===== src/rtl/amo_rmw_pkg.sv =====
package amo_rmw_pkg;

  localparam logic [6:0] OPC_ATOMIC = 7'h2F;
  localparam logic [2:0] WID_WORD   = 3'h2;
  localparam logic [2:0] WID_DWORD  = 3'h3;

  typedef enum logic [4:0] {
    AOP_ADD  = 5'h00,
    AOP_SWAP = 5'h01,
    AOP_XOR  = 5'h04,
    AOP_OR   = 5'h08,
    AOP_AND  = 5'h0C,
    AOP_MIN  = 5'h10,
    AOP_MAX  = 5'h14,
    AOP_MINU = 5'h18,
    AOP_MAXU = 5'h1C
  } amo_op_e;

  typedef struct packed {
    amo_op_e    op;
    logic       word;
    logic       acq;
    logic       rel;
    logic [4:0] rd;
  } amo_cmd_t;

  typedef enum logic [1:0] {
    ST_IDLE  = 2'd0,
    ST_LOAD  = 2'd1,
    ST_STORE = 2'd2
  } seq_st_e;

endpackage


===== src/rtl/amo_decode.sv =====
module amo_decode
  import amo_rmw_pkg::*;
(
  input  logic [31:0] insn,
  output logic        legal,
  output amo_cmd_t    cmd
);
  logic [4:0] fn5;
  logic       op_ok;
  logic       wid_ok;
  logic       unused_fields;

  assign unused_fields = ^insn[24:15];
  assign fn5 = insn[31:27];

  always_comb begin
    case (fn5)
      5'h00, 5'h01, 5'h04, 5'h08, 5'h0C,
      5'h10, 5'h14, 5'h18, 5'h1C: op_ok = 1'b1;
      default:                    op_ok = 1'b0;
    endcase
    wid_ok   = (insn[14:12] == WID_WORD) || (insn[14:12] == WID_DWORD);
    legal    = (insn[6:0] == OPC_ATOMIC) && wid_ok && op_ok;
    cmd.op   = amo_op_e'(fn5);
    cmd.word = (insn[14:12] == WID_WORD);
    cmd.acq  = insn[26];
    cmd.rel  = insn[25];
    cmd.rd   = insn[11:7];
  end
endmodule


===== src/rtl/amo_alu.sv =====
module amo_alu
  import amo_rmw_pkg::*;
#(
  parameter int DATA_W = 64
) (
  input  amo_op_e           op,
  input  logic              word,
  input  logic [DATA_W-1:0] src,
  input  logic [DATA_W-1:0] old,
  output logic [DATA_W-1:0] res
);
  localparam int HALF = DATA_W / 2;

  logic [DATA_W-1:0] a_v, b_v, raw;
  logic              lt_s, lt_u;

  // Sign-extending both 32-bit operands keeps signed and unsigned order,
  // so one comparator pair serves both widths.
  always_comb begin
    a_v  = word ? {{HALF{src[HALF-1]}}, src[HALF-1:0]} : src;
    b_v  = word ? {{HALF{old[HALF-1]}}, old[HALF-1:0]} : old;
    lt_s = $signed(a_v) < $signed(b_v);
    lt_u = a_v < b_v;
    case (op)
      AOP_ADD:  raw = a_v + b_v;
      AOP_SWAP: raw = a_v;
      AOP_XOR:  raw = a_v ^ b_v;
      AOP_OR:   raw = a_v | b_v;
      AOP_AND:  raw = a_v & b_v;
      AOP_MIN:  raw = lt_s ? a_v : b_v;
      AOP_MAX:  raw = lt_s ? b_v : a_v;
      AOP_MINU: raw = lt_u ? a_v : b_v;
      AOP_MAXU: raw = lt_u ? b_v : a_v;
      default:  raw = a_v;
    endcase
    res = word ? {{HALF{raw[HALF-1]}}, raw[HALF-1:0]} : raw;
  end
endmodule


===== src/rtl/amo_rmw_unit.sv =====
module amo_rmw_unit
  import amo_rmw_pkg::*;
#(
  parameter int ADDR_W = 64,
  parameter int DATA_W = 64
) (
  input  logic              clk,
  input  logic              rst_n,
  input  logic              in_valid,
  input  logic [31:0]       in_insn,
  input  logic [ADDR_W-1:0] in_addr,
  input  logic [DATA_W-1:0] in_src,
  output logic              busy,
  output logic              illegal,
  output logic              mem_req,
  output logic              mem_we,
  output logic              mem_dword,
  output logic              mem_acq,
  output logic              mem_rel,
  output logic [ADDR_W-1:0] mem_addr,
  output logic [DATA_W-1:0] mem_wdata,
  input  logic              mem_rsp_valid,
  input  logic              mem_rsp_err,
  input  logic [DATA_W-1:0] mem_rsp_data,
  output logic              wb_en,
  output logic [4:0]        wb_rd,
  output logic [DATA_W-1:0] wb_data,
  output logic              fault
);
  localparam int HALF = DATA_W / 2;

  seq_st_e           state_q, state_d;
  amo_cmd_t          dec_cmd, cmd_q;
  logic              dec_legal;
  logic [ADDR_W-1:0] addr_q;
  logic [DATA_W-1:0] src_q, old_q, old_d, new_val;
  logic              ld_cmd, ld_old;
  logic              wb_d, ill_d, flt_d;
  logic              wb_q, ill_q, flt_q;

  amo_decode u_dec (
    .insn  (in_insn),
    .legal (dec_legal),
    .cmd   (dec_cmd)
  );

  amo_alu #(.DATA_W(DATA_W)) u_alu (
    .op   (cmd_q.op),
    .word (cmd_q.word),
    .src  (src_q),
    .old  (old_q),
    .res  (new_val)
  );

  always_comb begin
    state_d = state_q;
    ld_cmd  = 1'b0;
    ld_old  = 1'b0;
    wb_d    = 1'b0;
    ill_d   = 1'b0;
    flt_d   = 1'b0;
    case (state_q)
      ST_IDLE: begin
        if (in_valid) begin
          if (dec_legal) begin
            state_d = ST_LOAD;
            ld_cmd  = 1'b1;
          end else begin
            ill_d = 1'b1;
          end
        end
      end
      ST_LOAD: begin
        if (mem_rsp_valid) begin
          if (mem_rsp_err) begin
            state_d = ST_IDLE;
            flt_d   = 1'b1;
          end else begin
            state_d = ST_STORE;
            ld_old  = 1'b1;
          end
        end
      end
      ST_STORE: begin
        if (mem_rsp_valid) begin
          state_d = ST_IDLE;
          flt_d   = mem_rsp_err;
          wb_d    = !mem_rsp_err;
        end
      end
      default: state_d = ST_IDLE;
    endcase
    old_d = cmd_q.word ? {{HALF{mem_rsp_data[HALF-1]}}, mem_rsp_data[HALF-1:0]}
                       : mem_rsp_data;
  end

  always_ff @(posedge clk or negedge rst_n) begin
    if (!rst_n) begin
      state_q <= ST_IDLE;
      wb_q    <= 1'b0;
      ill_q   <= 1'b0;
      flt_q   <= 1'b0;
    end else begin
      state_q <= state_d;
      wb_q    <= wb_d;
      ill_q   <= ill_d;
      flt_q   <= flt_d;
    end
  end

  always_ff @(posedge clk) begin
    if (ld_cmd) begin
      cmd_q  <= dec_cmd;
      addr_q <= in_addr;
      src_q  <= in_src;
    end
    if (ld_old) begin
      old_q <= old_d;
    end
  end

  assign busy      = (state_q != ST_IDLE);
  assign mem_req   = (state_q == ST_LOAD) || (state_q == ST_STORE);
  assign mem_we    = (state_q == ST_STORE);
  assign mem_dword = mem_req && !cmd_q.word;
  assign mem_acq   = (state_q == ST_LOAD) && cmd_q.acq;
  assign mem_rel   = (state_q == ST_STORE) && cmd_q.rel;
  assign mem_addr  = addr_q;
  assign mem_wdata = new_val;
  assign wb_en     = wb_q;
  assign wb_rd     = cmd_q.rd;
  assign wb_data   = old_q;
  assign illegal   = ill_q;
  assign fault     = flt_q;
endmodule


===== config.mk =====
export PLATFORM = sky130hd
export DESIGN_NAME = amo_rmw_unit
export DESIGN_NICKNAME = d
export VERILOG_FILES = /design/src/rtl/amo_rmw_pkg.sv /design/src/rtl/amo_decode.sv /design/src/rtl/amo_alu.sv /design/src/rtl/amo_rmw_unit.sv
export SDC_FILE = /design/constraint.sdc
export NUM_CORES = 1
export LEC_CHECK = 0
export BUFFER_PORTS_ARGS = -buffer_cell sky130_fd_sc_hd__buf_2
export CORE_ASPECT_RATIO = 0.8
export CORE_MARGIN = 4
export CORE_UTILIZATION = 50
export CTS_BUF_LIST = sky130_fd_sc_hd__clkbuf_8
export CTS_CLUSTER_DIAMETER = 120
export DETAILED_ROUTE_END_ITERATION = 6
export PLACE_DENSITY = 0.86
export SLEW_MARGIN = 30
export SYNTH_ARGS = -nofsm -noshare
export SYNTH_HDL_FRONTEND = slang
export SYNTH_SLANG_ARGS = --single-unit

===== constraint.sdc =====
create_clock -name clk -period 15.4 [get_ports clk]
set_input_delay 4.62 -clock clk [delete_from_list [all_inputs] [get_ports clk]]
set_output_delay 4.62 -clock clk [all_outputs]
set_load 0.03 [all_outputs]

==> metrics.csv, run 1 <==
metric;value;unit
outcome;finished clean;
classification of the worst setup path;reg -> out;
Post-synth EDFFs;205;
synthesized net count;2310;
number of vias in the routed layout;16386;
number of standard-cell rows in the floorplan;59;
CTS Buffer Depth;3;
fraction of the cycle the final worst path needs;80.1;%
asr flop ratio synth;2.38;%
CTS Root Cell;sky130_fd_sc_hd__clkbuf_8;
# hold bufs at CTS;0;
Detailed Route WL;57400;um
most common cell after layout, fill and taps aside;sky130_fd_sc_hd__buf_2;
count of TritonRoute iterations in the first routing pass;5;
sequential fraction of the synthesis area;37.4;%
setup slack of the critical path after layout;3.06;ns
Die Area;36600;um2
per-instance average area after synthesis;8.90;um2
number of DRC markers in iteration 0;1663;
die boundary width;213;um
data arrival time of the worst path;7.72;ns
Netlist Area Pre-Place;16800;um2
slew at the pin closest to its max-slew limit;1.05;ns
cells after synthesis;1885;
pin count of the biggest net entering global routing;99;
Fmax achieved;81.0;MHz
fraction of final layout cells sized beyond drive strength 1;22.8;%
port bufs;424;
Max-Cap Viols;0;
total track usage;29.6;%
Filler Cells Inserted;2803;
global-route wire length before repair;86200;um
CTS clk-pin slew, worst paths;0.06;ns
worst vdd ir;0.0000696;V
leak pwr;8.97;nW
overflow left after global routing;0;
TritonCTS clock tree;built;
Hold Violations, Final;0;
Post-Place Worst Slack;3.72;ns
worst slew margin relative to its limit;30.1;%
Core Footprint;32800;um2
number of global-route vias before repair;15901;
Hold/Removal Path Class;reg -> reg;
RSZ-0062 raised after global routing;no;
commonest cells after routing, fill and taps aside;424 x sky130_fd_sc_hd__buf_2, 269 x sky130_fd_sc_hd__a21oi_1, 210 x sky130_fd_sc_hd__inv_1;
critical path cell sequence;inv_2, buf_4, nor2_2, buf_4, a21oi_1, ha_1, or4_1, nor4b_1, and4bb_2, o211ai_1, o221ai_2, nor2_4, a41oi_1, o211ai_1, or3b_1, a2bb2oi_4, o221ai_1, buf_2;
number of buffers inserted during clock tree synthesis;35;
Wirelength per Cell;21.4;um
setup skew after layout;0.0696;ns
yosys warns;0;
Main synth FF type;sky130_fd_sc_hd__edfxtp_1;
maximum fanout along the worst path;98;
max-slew violation total from the final report;0;
hpwl dp;41300;um
post-synthesis register bit count;210;
total clock sinks;210;
Die Y;172;um
time the final worst path needs with I/O delays and setup;12.34;ns
kind of end point of the critical path;primary output;
setup violation total in the final timing report;0;
Ports;435;
post-synthesis to final-layout area growth;17.8;%
number of DRC violations after detailed routing;0;
CP Launch Type;flop;
Crit path largest cell delay;0.93;ns
critical path data required time;10.78;ns
ANT nets after route;0;
starting utilization of the core area;51.2;%
final sum of negative setup slack;0;ns
number of antenna violations at the first check in global routing;2;
Critical-path top delay cell;sky130_fd_sc_hd__nor2_2;
clock latency on the worst-skew pair;0.60;ns
Layout Nets;2660;
pwr dens;56.9;nW/um2
Via density;6.10;
number of different library cells in the post-synthesis netlist;77;
post-cts sizing count;0;
final weighted congestion in routability-driven placement;0.949;
H-tree Lvls;2;
post-CTS setup-driven buffer insertion count;0;
[power by group]
group          internal, mW  switching [mW]  total, mW
clock network         0.217           0.235      0.452
logic                0.0238          0.0192     0.0430
registers             0.628        0.000623      0.628
[path summary, 6_finish.rpt]
| check | start | endpoint | slack [ns] | depth (start not counted) |
|---|---|---|---|---|
| min | state_q[1] | state_q[1] | 0.57 | 1 |
| max in group asynchronous | rst_n | state_q[1] | 11.37 | 1 |
| max | cmd_q[7] | mem_wdata[61] | 3.06 | 18 |
| min reg2reg | state_q[1] | state_q[1] | 0.57 | 1 |
| min in group asynchronous | rst_n | illegal | 3.89 | 1 |
| max reg2reg | state_q[1] | src_q[42] | 13.21 | 5 |
[stage by stage]
stage / instance area [um2] / instances / power [mW] / util, % / hold slack (ns)
global route: 19800 / 2686 / 1.17 / 60.3 / 0.582
global placement: 19100 / 2623 / 0.681 / 58.3 / 0.515
CTS: 19700 / 2684 / 1.14 / 60.2 / 0.557
finish: 19800 / 2686 / 1.12 / 60.3 / 0.571
detailed placement: 19100 / 2624 / 0.683 / 58.3 / 0.540
floorplan: 16800 / 1885 / 0.650 / - / 0.491
[sequential cells by signal, summed over array words and instances, names as in the netlist]
register,flops
illegal,1
src_q,64
state_q,2
wb_data,64
fault,1
wb_en,1
cmd_q,8
wb_rd,5
mem_addr,64
[kinds of logic (layout without fill, tap and decap cells)]
group / count (synthesis) / in the layout / share of synthesized area (%)
AO/OA/AOI/OAI: 748 / 748 / 26.9
AND/OR/NAND/NOR: 338 / 338 / 9.87
buffers and inverters: 329 / 702 / 7.62
flip-flops: 210 / 210 / 37.4
adder cells (fa/ha/maj): 196 / 196 / 14.7
XOR/XNOR: 56 / 56 / 3.01
multiplexers: 8 / 8 / 0.500
other: 0 / 1 / 0
[final cells by class]
type | count | area (um2) | share of cell area (%)
diodes | 1 | 2.50 | 0.0127
clock buffers | 36 | 495 | 2.51
clock inverters | 24 | 105 | 0.532
inverters | 198 | 743 | 3.76
multi-input cells | 1346 | 9280 | 47.0
flip-flops and latches | 210 | 6280 | 31.8
well taps | 427 | 534 | 2.70
repair buffers | 444 | 2320 | 11.7
[Yosys cell counts (4+ instances only)]
library cell                 n  area, um2
sky130_fd_sc_hd__a211oi_1   15        113
sky130_fd_sc_hd__a21boi_0    5       37.5
sky130_fd_sc_hd__a21o_1     51        383
sky130_fd_sc_hd__a21oi_1   269       1350
sky130_fd_sc_hd__a221o_1    10        100
sky130_fd_sc_hd__a221oi_1   28        245
sky130_fd_sc_hd__a22o_1      4       35.0
sky130_fd_sc_hd__a31oi_1    11       68.8
sky130_fd_sc_hd__and2_1      5       31.3
sky130_fd_sc_hd__and3_1      9       56.3
sky130_fd_sc_hd__buf_1       7       26.3
sky130_fd_sc_hd__buf_2      17       85.1
sky130_fd_sc_hd__buf_4       6       45.0
sky130_fd_sc_hd__clkbuf_1  101        379
sky130_fd_sc_hd__dfrtp_1     5        125
sky130_fd_sc_hd__edfxtp_1  205       6160
sky130_fd_sc_hd__ha_1      195       2440
sky130_fd_sc_hd__inv_1     197        739
sky130_fd_sc_hd__mux2i_1     5       50.1
sky130_fd_sc_hd__nand2_1    94        353
sky130_fd_sc_hd__nand2b_1    7       43.8
sky130_fd_sc_hd__nand3_1    22        110
sky130_fd_sc_hd__nand4_1    19        119
sky130_fd_sc_hd__nor2_1     94        353
sky130_fd_sc_hd__nor2b_1    15       93.8
sky130_fd_sc_hd__nor3_1     27        135
sky130_fd_sc_hd__nor3b_1     4       30.0
sky130_fd_sc_hd__nor4_1      8       50.1
sky130_fd_sc_hd__nor4b_1     4       35.0
sky130_fd_sc_hd__o211ai_1    8       60.1
sky130_fd_sc_hd__o21a_1     16        120
sky130_fd_sc_hd__o21ai_0   197        986
sky130_fd_sc_hd__o21ai_1    38        190
sky130_fd_sc_hd__o21bai_1   15        113
sky130_fd_sc_hd__o221ai_1   33        289
sky130_fd_sc_hd__o22ai_1     5       31.3
sky130_fd_sc_hd__o31ai_1    10       75.1
sky130_fd_sc_hd__or4_1       7       52.6
sky130_fd_sc_hd__xnor2_1    40        350
sky130_fd_sc_hd__xor2_1     15        131
[critical path, delay by kind of cell, from the launching register on]
family	cells	cell delay [ns]
AND/OR/NAND/NOR	6	2.93
adder cells (fa/ha/maj)	1	0.53
flip-flops	1	0.36
buffers and inverters	4	1.09
AO/OA/AOI/OAI	7	2.23
[layer usage]
metal	vias up	GRT usage [%]	wire length, um
li1	7541	-	-
met1	7746	39.2	23100
met2	962	48.0	26400
met3	135	6.66	5870
met4	2	10.9	2080
met5	-	0	13
(Power assumes the default switching activity.)
==> run 2: changes to the inputs <==
Settings changed: PLACE_DENSITY 0.86 to 0.89.
Clock period 15.4 ns to 10 ns, I/O delays scaled along.
==> run 2 against run 1 <==
  * First-iteration DRC count rose by 0.78%
  * Via count rose by 0.52%
  * Critical endpoint is now mem_wdata[5]
  * Final area rose by 0.75%
  * Clock-buffer cell count did not move
  * Die area did not move
  * Critical path depth did not move
  * Final cell count rose by 0.41%
  * Sequential share of layout area fell by 0.24 points
==> metrics.csv, run 2 (synthesized netlist as in run 1, its figures left out) <==
metric;value;unit;change
Filler Cells Inserted;2815;;+0.43%
critical path data required time;7.00;ns;-3.78 ns
starting utilization of the core area;51.2;%;unchanged
number of standard-cell rows in the floorplan;59;;unchanged
# hold bufs at CTS;0;;unchanged
overflow left after global routing;0;;unchanged
Layout Nets;2669;;+0.34%
number of DRC violations after detailed routing;0;;unchanged
Hold Violations, Final;0;;unchanged
Critical-path top delay cell;sky130_fd_sc_hd__nor2_2;;
worst hold margin;0.552;ns;-0.0186 ns
reg-to-reg setup timing slack;7.90;ns;-5.31 ns
number of buffers inserted during clock tree synthesis;36;;+2.9%
CP Launch Type;flop;;
non-filler instance count after layout;2697;;+0.41%
most common cell after layout, fill and taps aside;sky130_fd_sc_hd__buf_2;;
max-slew violation total from the final report;0;;unchanged
pin count of the biggest net entering global routing;143;;+44%
kind of end point of the critical path;primary output;;
classification of the worst setup path;reg -> out;;
CTS clk-pin slew, worst paths;0.06;ns;about the same
worst slew margin relative to its limit;37.2;%;+7.2 points
TritonCTS clock tree;built;;
post-CTS setup-driven buffer insertion count;0;;unchanged
number of global-route vias before repair;16013;;+0.70%
Core Footprint;32800;um2;unchanged
Die Area;36600;um2;unchanged
clock latency on the worst-skew pair;0.59;ns;about the same
time the final worst path needs with I/O delays and setup;9.71;ns;
Die Y;172;um;unchanged
ANT nets after route;0;;unchanged
outcome;finished clean;;
number of vias in the routed layout;16471;;+0.52%
Fmax achieved;103;MHz;
total track usage;30.3;%;+0.71 points
fraction of final layout cells sized beyond drive strength 1;23.2;%;+0.47 points
start point of the worst hold path;state_q[1];;
Max-Cap Viols;0;;unchanged
length in cells of the worst reg-to-reg path;5;;unchanged
port bufs;424;;unchanged
Crit path largest cell delay;0.64;ns;-0.29 ns
data arrival time of the worst path;6.71;ns;-1.01 ns
Hold/Removal Path Class;reg -> reg;;
FF-to-FF End;src_q[41];;
DP Cell Count;2633;;+0.34%
worst-case hold path end point;state_q[1];;
H-tree Lvls;2;;unchanged
number of cells on the worst hold path;1;;unchanged
worst r2r src;state_q[1];;
global-route wire length before repair;88000;um;+2.1%
maximum fanout along the worst path;18;;-82%
final weighted congestion in routability-driven placement;0.969;;+2.1%
commonest cells after routing, fill and taps aside;424 x sky130_fd_sc_hd__buf_2, 269 x sky130_fd_sc_hd__a21oi_1, 205 x sky130_fd_sc_hd__edfxtp_1;;
setup skew after layout;0.0268;ns;-0.0428 ns
Detailed Route WL;58700;um;+2.1%
fraction of the cycle the final worst path needs;97.1;%;
Wirelength per Cell;21.8;um;+1.7%
worst vdd ir;0.000108;V;+55%
final sum of negative setup slack;0;ns;unchanged
leak pwr;9.02;nW;+0.64%
Tot Pwr;1.84;mW;+63%
number of DRC markers in iteration 0;1676;;+0.78%
setup violation total in the final timing report;0;;unchanged
CTS Buffer Depth;3;;unchanged
Ports;435;;unchanged
critical path cell sequence;inv_1, nor2_2, buf_12, a21oi_1, ha_1, nor4_1, nand4_1, and4bb_2, o211ai_1, o221ai_2, nor2_4, xnor3_2, nor2_4, buf_4, a21oi_1, a21o_1, o21ai_0, buf_2;;
pwr dens;92.3;nW/um2;+62%
hpwl dp;43100;um;+4.3%
RSZ-0062 raised after global routing;no;;
CTS Root Cell;sky130_fd_sc_hd__clkbuf_8;;
slew at the pin closest to its max-slew limit;0.940;ns;-0.107 ns
count of TritonRoute iterations in the first routing pass;6;;+1
Via density;6.11;;+0.11%
post-synthesis to final-layout area growth;18.6;%;
total clock sinks;210;;unchanged
die boundary width;213;um;unchanged
number of antenna violations at the first check in global routing;5;;+3
[run 2: worst max-delay path: cells and delay by family (launching register included)]
family / cells / cell delay, ns
adder cells (fa/ha/maj): 1 / 0.50
XOR/XNOR: 1 / 0.50
buffers and inverters: 4 / 0.98
AO/OA/AOI/OAI: 6 / 1.03
AND/OR/NAND/NOR: 6 / 2.60
flip-flops: 1 / 0.49
[run 2: timing repair]
item | CTS | global route
resized for setup | 0 | 1
setup endpoints to repair | 0 | 19
endpoints found under the hold margin | 0 | 0
[run 2: report_power, final]
| group | internal, mW | total (mW) | switching [mW] |
|---|---|---|---|
| combinational | 0.0368 | 0.0670 | 0.0303 |
| clock | 0.419 | 0.803 | 0.383 |
| sequential | 0.966 | 0.967 | 0.000899 |
[run 2: final cells by class]
cell class / count / area, um2 / area share (%)
multi-input cells: 1346 / 9280 / 46.6
flip-flops and latches: 210 / 6280 / 31.5
repair buffers: 452 / 2360 / 11.8
inverters: 198 / 743 / 3.73
well taps: 427 / 534 / 2.68
clock buffers: 36 / 495 / 2.49
clock inverters: 26 / 214 / 1.07
diodes: 2 / 5.00 / 0.0251
[run 2: layer usage]
layer / wire, um / GRT usage [%] / vias to the layer above / share of wire, %
li1: - / - / 7567 / -
met1: 23900 / 41.3 / 7785 / 41
met2: 26600 / 48.1 / 965 / 45
met3: 6090 / 6.89 / 148 / 10
met4: 2000 / 10.5 / 6 / 3.4
met5: 41 / 0 / - / 0.070
[run 2: worst max path at each step]
stage	startpoint	endpoint	slack, ns	cells past startpoint
6_report	src_q[31]	mem_wdata[5]	0.29	18
5_1_grt	src_q[31]	mem_wdata[5]	0.03	19
4_1_cts	wb_data[31]	mem_wdata[58]	0.30	18
3_5_place_dp	wb_data[31]	mem_wdata[58]	0.93	18
3_3_place_gp	src_q[31]	mem_wdata[32]	0.93	17
2_1_floorplan	in_insn[6]	cmd_q[10]	0.52	3
[run 2: metrics by stage]
stage          instance area (um2)  setup slack [ns]  utilization, %
6_report                     19900             0.289            60.7
5_1_grt                      19900            0.0336            60.7
4_1_cts                      19900             0.297            60.7
3_5_place_dp                 19200             0.928            58.5
3_3_place_gp                 19200             0.930            58.5
2_1_floorplan                16800             0.523               -
